[src/rtl/uq_pkg.sv]
// Package: shared widths, flag layout and level decoding for the
// serial port queue block. Assumes an 8-bit character and 4 flags.
package uq_pkg;

    localparam int unsigned DATA_W = 8;
    localparam int unsigned FLAG_W = 4;
    localparam int unsigned RX_W   = DATA_W + FLAG_W;

    // Per-character error flags, MSB first as stored in entry bits 11..8.
    typedef struct packed {
        logic ovr;
        logic brk;
        logic par;
        logic frm;
    } uq_flags_t;

    // Host address decode.
    typedef enum logic {
        UQ_ADDR_DATA = 1'b0,
        UQ_ADDR_STAT = 1'b1
    } uq_addr_e;

    // Level in entries for a select code, in eighths of the depth.
    function automatic int unsigned uq_level(input logic [2:0] sel, input int unsigned depth);
        case (sel)
            3'd0:    return depth / 8;
            3'd1:    return depth / 4;
            3'd2:    return depth / 2;
            3'd3:    return (depth * 3) / 4;
            default: return (depth * 7) / 8;
        endcase
    endfunction

endpackage

[src/rtl/uq_queue.sv]
// Module: uq_queue
// Circular queue of WIDTH-bit entries with a one-entry mode that uses only
// slot 0. Pushes while full and pops while empty are ignored.
// Assumes one_deep only changes while the queue is empty.
module uq_queue #(
    parameter int unsigned WIDTH = 8,
    parameter int unsigned DEPTH = 16,
    parameter int unsigned CNT_W = $clog2(DEPTH + 1)
) (
    input  logic             clk,
    input  logic             rst_n,
    input  logic             one_deep,
    input  logic             push,
    input  logic             pop,
    input  logic [WIDTH-1:0] din,
    output logic [WIDTH-1:0] dout,
    output logic [CNT_W-1:0] count,
    output logic             full,
    output logic             empty
);

    localparam int unsigned PTR_W = (DEPTH > 1) ? $clog2(DEPTH) : 1;
    localparam logic [PTR_W-1:0] LAST = PTR_W'(DEPTH - 1);

    logic [WIDTH-1:0] mem [DEPTH];
    logic [PTR_W-1:0] wptr, rptr, wr_idx, rd_idx;
    logic [CNT_W-1:0] cap;
    logic             push_ok, pop_ok;

    // Capacity, accept decisions and slot selection.
    always_comb begin
        cap     = one_deep ? CNT_W'(1) : CNT_W'(DEPTH);
        full    = (count >= cap);
        empty   = (count == '0);
        push_ok = push && !full;
        pop_ok  = pop && !empty;
        wr_idx  = one_deep ? '0 : wptr;
        rd_idx  = one_deep ? '0 : rptr;
    end

    assign dout = mem[rd_idx];

    // Entry storage.
    always_ff @(posedge clk) begin
        if (!rst_n) begin
            for (int i = 0; i < int'(DEPTH); i++) mem[i] <= '0;
        end else if (push_ok) begin
            mem[wr_idx] <= din;
        end
    end

    // Pointers and fill count.
    always_ff @(posedge clk) begin
        if (!rst_n) begin
            wptr  <= '0;
            rptr  <= '0;
            count <= '0;
        end else begin
            if (one_deep) begin
                wptr <= '0;
                rptr <= '0;
            end else begin
                if (push_ok) wptr <= (wptr == LAST) ? '0 : wptr + 1'b1;
                if (pop_ok)  rptr <= (rptr == LAST) ? '0 : rptr + 1'b1;
            end
            count <= count + CNT_W'(push_ok) - CNT_W'(pop_ok);
        end
    end

endmodule

[src/rtl/uq_levels.sv]
// Module: uq_levels
// Turns a queue fill count into single, burst and level-interrupt requests.
// TX_SIDE selects free-space semantics (transmit) or fill semantics (receive).
// Assumes count never exceeds the current capacity.
module uq_levels #(
    parameter int unsigned DEPTH   = 16,
    parameter bit          TX_SIDE = 1'b0,
    parameter int unsigned CNT_W   = $clog2(DEPTH + 1)
) (
    input  logic             one_deep,
    input  logic [2:0]       sel,
    input  logic [CNT_W-1:0] count,
    output logic             single_req,
    output logic             burst_req,
    output logic             level_irq
);

    import uq_pkg::*;

    logic [CNT_W-1:0] lvl, thr;

    // Programmed level and the level actually applied in this mode.
    always_comb begin
        lvl = CNT_W'(uq_level(sel, DEPTH));
        thr = one_deep ? CNT_W'(1) : lvl;
    end

    if (TX_SIDE) begin : g_tx
        logic [CNT_W-1:0] cap, room;
        // Free slots left in the queue.
        always_comb begin
            cap  = one_deep ? CNT_W'(1) : CNT_W'(DEPTH);
            room = (count >= cap) ? '0 : cap - count;
        end
        assign single_req = (room != '0);
        assign burst_req  = (room >= thr);
        assign level_irq  = (count <= (one_deep ? '0 : lvl));
    end else begin : g_rx
        assign single_req = (count != '0);
        assign burst_req  = (count >= thr);
        assign level_irq  = burst_req;
    end

endmodule

[src/rtl/uq_rx_status.sv]
// Module: uq_rx_status
// Sticky receive error status plus the pending overrun mark that tags the
// next stored character. Clear is applied before new events in a cycle.
module uq_rx_status (
    input  logic              clk,
    input  logic              rst_n,
    input  logic              ovr_evt,
    input  logic              store,
    input  logic              pop_ok,
    input  uq_pkg::uq_flags_t popped,
    input  logic              clear,
    output uq_pkg::uq_flags_t flags,
    output logic              pend_ovr
);

    import uq_pkg::*;

    uq_flags_t nxt;

    // Next status: clear, then popped flags, then a fresh overrun.
    always_comb begin
        nxt = clear ? '0 : flags;
        if (pop_ok)  nxt = nxt | popped;
        if (ovr_evt) nxt.ovr = 1'b1;
    end

    // Status register.
    always_ff @(posedge clk) begin
        if (!rst_n) flags <= '0;
        else        flags <= nxt;
    end

    // Overrun mark carried to the next character that is stored.
    always_ff @(posedge clk) begin
        if (!rst_n)       pend_ovr <= 1'b0;
        else if (ovr_evt) pend_ovr <= 1'b1;
        else if (store)   pend_ovr <= 1'b0;
    end

endmodule

[src/rtl/uart_queue_hub.sv]
// Module: uart_queue_hub (top)
// Transmit and receive queues between a strobe-based host port and the
// serial engines, with level interrupts, DMA requests and error status.
// Assumes fifo_en changes only while both queues are empty.
module uart_queue_hub #(
    parameter int unsigned DEPTH = 16
) (
    input  logic                   clk,
    input  logic                   rst_n,
    input  logic                   fifo_en,
    input  logic [2:0]             tx_lvl_sel,
    input  logic [2:0]             rx_lvl_sel,
    input  logic                   host_sel,
    input  logic                   host_wr,
    input  logic                   host_rd,
    input  logic [7:0]             host_wdata,
    output logic [11:0]            host_rdata,
    output logic [7:0]             tx_byte,
    output logic                   tx_avail,
    input  logic                   tx_take,
    input  logic                   tx_idle,
    input  logic [7:0]             rx_byte,
    input  logic                   rx_frm_err,
    input  logic                   rx_par_err,
    input  logic                   rx_brk,
    input  logic                   rx_strobe,
    output logic                   tx_irq,
    output logic                   rx_irq,
    output logic                   eot_irq,
    output logic                   tx_dma_single,
    output logic                   tx_dma_burst,
    output logic                   rx_dma_single,
    output logic                   rx_dma_burst
);

    import uq_pkg::*;

    localparam int unsigned CNT_W = $clog2(DEPTH + 1);

    logic             one_deep;
    logic             tx_push, tx_full, tx_empty;
    logic [CNT_W-1:0] tx_count;
    logic             rx_pop, rx_full, rx_empty, rx_store, ovr_evt, st_clear;
    logic [CNT_W-1:0] rx_count;
    logic [RX_W-1:0]  rx_din, rx_head, last_rx;
    uq_flags_t        st_flags;
    logic             pend_ovr;

    // Host strobe decode and receive-side events.
    always_comb begin
        one_deep = !fifo_en;
        tx_push  = host_wr && (host_sel == UQ_ADDR_DATA);
        st_clear = host_wr && (host_sel == UQ_ADDR_STAT);
        rx_pop   = host_rd && (host_sel == UQ_ADDR_DATA);
        ovr_evt  = rx_strobe && rx_full;
        rx_store = rx_strobe && !rx_full;
        rx_din   = {pend_ovr, rx_brk, rx_par_err, rx_frm_err, rx_byte};
    end

    uq_queue #(.WIDTH(DATA_W), .DEPTH(DEPTH), .CNT_W(CNT_W)) u_txq (
        .clk(clk), .rst_n(rst_n), .one_deep(one_deep),
        .push(tx_push), .pop(tx_take), .din(host_wdata),
        .dout(tx_byte), .count(tx_count), .full(tx_full), .empty(tx_empty)
    );

    uq_queue #(.WIDTH(RX_W), .DEPTH(DEPTH), .CNT_W(CNT_W)) u_rxq (
        .clk(clk), .rst_n(rst_n), .one_deep(one_deep),
        .push(rx_strobe), .pop(rx_pop), .din(rx_din),
        .dout(rx_head), .count(rx_count), .full(rx_full), .empty(rx_empty)
    );

    uq_rx_status u_stat (
        .clk(clk), .rst_n(rst_n), .ovr_evt(ovr_evt), .store(rx_store),
        .pop_ok(rx_pop && !rx_empty), .popped(uq_flags_t'(rx_head[RX_W-1:DATA_W])),
        .clear(st_clear), .flags(st_flags), .pend_ovr(pend_ovr)
    );

    uq_levels #(.DEPTH(DEPTH), .TX_SIDE(1'b1), .CNT_W(CNT_W)) u_txlv (
        .one_deep(one_deep), .sel(tx_lvl_sel), .count(tx_count),
        .single_req(tx_dma_single), .burst_req(tx_dma_burst), .level_irq(tx_irq)
    );

    uq_levels #(.DEPTH(DEPTH), .TX_SIDE(1'b0), .CNT_W(CNT_W)) u_rxlv (
        .one_deep(one_deep), .sel(rx_lvl_sel), .count(rx_count),
        .single_req(rx_dma_single), .burst_req(rx_dma_burst), .level_irq(rx_irq)
    );

    assign tx_avail = !tx_empty;
    assign eot_irq  = tx_empty && tx_idle;

    // Last entry popped, replayed on reads of an empty queue.
    always_ff @(posedge clk) begin
        if (!rst_n)                   last_rx <= '0;
        else if (rx_pop && !rx_empty) last_rx <= rx_head;
    end

    // Registered host read data.
    always_ff @(posedge clk) begin
        if (!rst_n) begin
            host_rdata <= '0;
        end else if (host_rd) begin
            if (host_sel == UQ_ADDR_DATA) host_rdata <= rx_empty ? last_rx : rx_head;
            else                          host_rdata <= {{(RX_W-FLAG_W){1'b0}}, st_flags};
        end
    end

endmodule

[config.mk]
export PLATFORM = sky130hd
export DESIGN_NAME = uart_queue_hub
export DESIGN_NICKNAME = d
export VERILOG_FILES = /design/src/rtl/uq_pkg.sv /design/src/rtl/uq_queue.sv /design/src/rtl/uq_levels.sv /design/src/rtl/uq_rx_status.sv /design/src/rtl/uart_queue_hub.sv
export SDC_FILE = /design/constraint.sdc
export NUM_CORES = 1
export LEC_CHECK = 0
export ABC_CLOCK_PERIOD_IN_PS = 6550
export BUFFER_PORTS_ARGS = -buffer_cell sky130_fd_sc_hd__clkbuf_2
export CORE_MARGIN = 5
export CORE_UTILIZATION = 50
export CTS_BUF_LIST = sky130_fd_sc_hd__clkbuf_8
export CTS_CLUSTER_SIZE = 40
export DETAILED_ROUTE_END_ITERATION = 7
export PLACE_DENSITY = 0.66
export SLEW_MARGIN = 40
export SYNTH_ARGS = -nofsm -noshare
export SYNTH_HDL_FRONTEND = slang
export SYNTH_SLANG_ARGS = --single-unit
[constraint.sdc]
create_clock -name clk -period 6.55 [get_ports clk]
set_clock_uncertainty 0.05 [all_clocks]
set_input_delay 0.3275 -clock clk [delete_from_list [all_inputs] [get_ports clk]]
set_output_delay 0.3275 -clock clk [all_outputs]
set_load 0.01 [all_outputs]
==> flow_metrics.env <==
export IMPL_status="completed"
export IMPL_grt_pass1_wl_um=70800
export IMPL_antenna_found_initial=0
export IMPL_cts_post_setup_buffers_inserted=0
export IMPL_post_synth_and_or_nand_nor_area_fraction=0.168
export IMPL_cts_tree="done"
export IMPL_yosysMostFrequentCell="edfxtp_1"
export IMPL_timing_hold_worst_start="host_wr"
export IMPL_maxSlewViolCount=0
export IMPL_timing_slew_headroom=0.450
export IMPL_gr_usage_all_layers=0.232
export IMPL_synth_area_leaders="edfxtp_1 (53%), and2_1 (7.3%), dfxtp_1 (6.1%)"
export IMPL_leading_register_cell_type_out_of_synthesis="edfxtp_1"
export IMPL_syn_to_final_growth_pct=9.96
export IMPL_routabilityCongestion=0.845
export IMPL_grt_max_degree=66
export IMPL_timing_final_setup_violations=0
export IMPL_die_h_um=200
export IMPL_end_kind="output port"
export IMPL_worst_setup_hold_path_clk_slew_ns=0.07
export IMPL_cts_path_max_buffers=3
export IMPL_yosysSeqAreaShare=0.593
export IMPL_route_detailed_wl_per_inst_um=21.9
export IMPL_synthAdderAreaFrac=0.0251
export IMPL_tritoncts_num_sinks=375
export IMPL_maxClockFrequency_ghz=0.279
export IMPL_netlist_top_cells_count="edfxtp_1 (320), and2_1 (212), nor2_1 (193)"
export IMPL_power_leakage_nw=7.32
export IMPL_vdd_ir_drop_worst_uv=177
export IMPL_cts_root_buf="clkbuf_8"
export IMPL_final_nets=1668
export IMPL_cts_repair_resize_count=0
export IMPL_rr_worst_depth=12
export IMPL_detail_route_antenna_nets=0
export IMPL_portBuffers=61
export IMPL_syn_avg_cell_area_um2=11.6
export IMPL_layout_drive_gt1_share=0.139
export IMPL_routed_wl_um=46200
export IMPL_fin_ws_ns=2.97
export IMPL_drtIter0Drc=1163
export IMPL_timing_critical_path_arrival_ns=3.21
export IMPL_preCtsSetupSlack_ns=2.84
export IMPL_post_dp_hpwl_um=30200
export IMPL_synth_top_area_cell="edfxtp_1"
export IMPL_min_path_cells=4
export IMPL_post_synth_num_cell_types=63
export IMPL_initial_core_util=0.507
export IMPL_synth_edf_count=320
export IMPL_postSynthNetCount=1630
export IMPL_synthXorXnorAreaFrac=0.00582
export IMPL_htreeDepth=2
export IMPL_netlist_area_mm2=0.0181
export IMPL_io_pin_count=62
export IMPL_final_period_minus_worst_setup_slack_ns=3.58
export IMPL_worst_endpoint_required_ns=6.17
export IMPL_finish_instance_area_mm2=0.0199
export IMPL_globalRouteOverflowTotal=0
export IMPL_fillerInstances=3001
export IMPL_timing_max_cap_violations=0
export IMPL_ys_warn_count=0
export IMPL_via_count=12300
export IMPL_synth_top_cell_area_share=0.532
export IMPL_die_w_um=200
export IMPL_synth_mux_area_fraction=0.0632
export IMPL_antenna_cells=0
export IMPL_hold_path_class="primary input to register"
export IMPL_fp_dieArea_mm2=0.0400
export IMPL_timing_worst_slew_pin_value_ns=0.825
export IMPL_totalNegativeSetupSlack_ns=0
export IMPL_post_dp_cell_area_mm2=0.0186
export IMPL_clock_insertion_delay_worst_skew_ns=0.64
export IMPL_worstSetupPathType="register to output port"
export IMPL_synthArstFlopShare=0
export IMPL_power_per_cell_area_mw_per_mm2=292
export IMPL_per_cell_via_count_in_the_routed_design=5.85
export IMPL_hold_violations=0
export IMPL_r2r_start="u_txq.count[2]$_SDFF_PN0_"
export IMPL_dominant_combinational_cell_family_by_area_after_synthesis="simple AND/OR/NAND/NOR gates"
export IMPL_post_synth_inst_count=1561
export IMPL_rsz0062_at_grt="no"
export IMPL_post_cts_hold_buffer_count=1
export IMPL_dr_pass1_iterations=5
export IMPL_worst_hold_path_endpoint="u_stat.flags[3]$_SDFF_PN0_"
export IMPL_numCtsBuffers=60
export IMPL_cp_start_kind="register"
export IMPL_grt_pass1_vias=12100
export IMPL_drc=0
export IMPL_placementRows=69
export IMPL_critical_path_max_fanout=11
export IMPL_yosys_register_bits=375
export IMPL_compound_cell_area_share_of_the_yosys_netlist=0.109
export IMPL_reg2reg_setup_slack_ns=2.99
export IMPL_placeableCoreArea_mm2=0.0357
export IMPL_r2r_end="u_txq.count[4]$_SDFF_PN0_"
export IMPL_layout_worst_path_cycle_share=0.547
==> cells in the final DEF, fill, tap and decap left out, types with 16 or more instances in the layout <==
cell      instances
ha_1             33
a211oi_1         19
clkinv_2         23
mux2i_1          60
nor2_1          192
clkbuf_2         61
and2_1          211
nand2_1          80
o21ai_0          47
a221oi_1         34
clkbuf_8         68
o21ai_1          17
mux4_2           20
dfxtp_1          51
nor2b_1          16
buf_4            23
o22ai_1          29
a21oi_1          97
a21o_1           30
inv_1            53
edfxtp_1        320
==> area by class of cell <==
class | count | area, um2 | area share
timing repair buffer | 85 | 488 | 0.0246
clock buffer | 68 | 936 | 0.0471
inverter | 43 | 161 | 0.00813
sequential | 375 | 10700 | 0.540
multi-input combinational | 1034 | 6710 | 0.338
tap | 461 | 577 | 0.0290
clock inverter | 45 | 263 | 0.0132
==> sequential cells by signal, indices dropped and copies added (netlist names), 5 cells and up <==
signal	cells
host_rdata	12
u_rxq.count	5
u_rxq.mem	192
last_rx	12
u_txq.count	5
u_txq.mem	128
==> metrics by stage <==
step	hold WS, ns	power [mW]	std cells	utilization
floorplan	0.368	3.53	1561	-
global placement	0.380	3.81	1997	0.522
detailed placement	0.390	3.84	1997	0.523
CTS	0.0139	5.84	2111	0.557
global route	0.0649	6.08	2111	0.557
finish	0.0574	5.80	2111	0.557
==> critical path: stages (launching register included) <==
cell and delay, ns:
dfxtp_1 0.40, inv_1 0.06, ha_1 0.35, and4b_1 0.23
a21oi_1 0.13, buf_4 0.22, nor3b_1 0.24, ha_1 0.29
a21o_1 0.16, a221oi_1 0.23, o21ai_0 0.12, clkbuf_2 0.14
==> worst max path at each step <==
stage	start	to	depth (start not counted)
2_1_floorplan	fifo_en	u_rxq.mem[15][0]$_SDFFCE_PN0P_	9
6_report	u_txq.count[4]$_SDFF_PN0_	tx_dma_burst	11
3_3_place_gp	fifo_en	u_rxq.mem[15][8]$_SDFFCE_PN0P_	8
3_5_place_dp	fifo_en	u_rxq.mem[15][4]$_SDFFCE_PN0P_	8
4_1_cts	u_txq.count[4]$_SDFF_PN0_	tx_dma_burst	11
5_1_grt	u_txq.count[2]$_SDFF_PN0_	tx_dma_burst	11
==> power by group <==
group	internal (mW)	total, mW	switching [mW]	leakage, nW
Sequential	2.72	2.83	0.108	3.73
Combinational	0.391	0.960	0.569	2.91
Clock	1.04	2.01	0.969	0.680
==> routing by layer <==
layer,up-vias,part of all wire,track usage
li1,5742,-,-
met1,6010,0.40,0.307
met2,473,0.49,0.388
met3,114,0.069,0.0346
met4,0,0.040,0.0948
met5,-,0,0
==> kinds of logic (layout without fill, tap and decap cells) <==
family,count (synthesis),in the layout
adders and majority gates,35,35
muxes,88,88
xor gates and xnor gates,12,12
and+or+nand+nor,588,588
buffers and inverters,152,241
AOI/OAI and AO/OA,311,311
DFF,375,375
(Power assumes the default switching activity.)
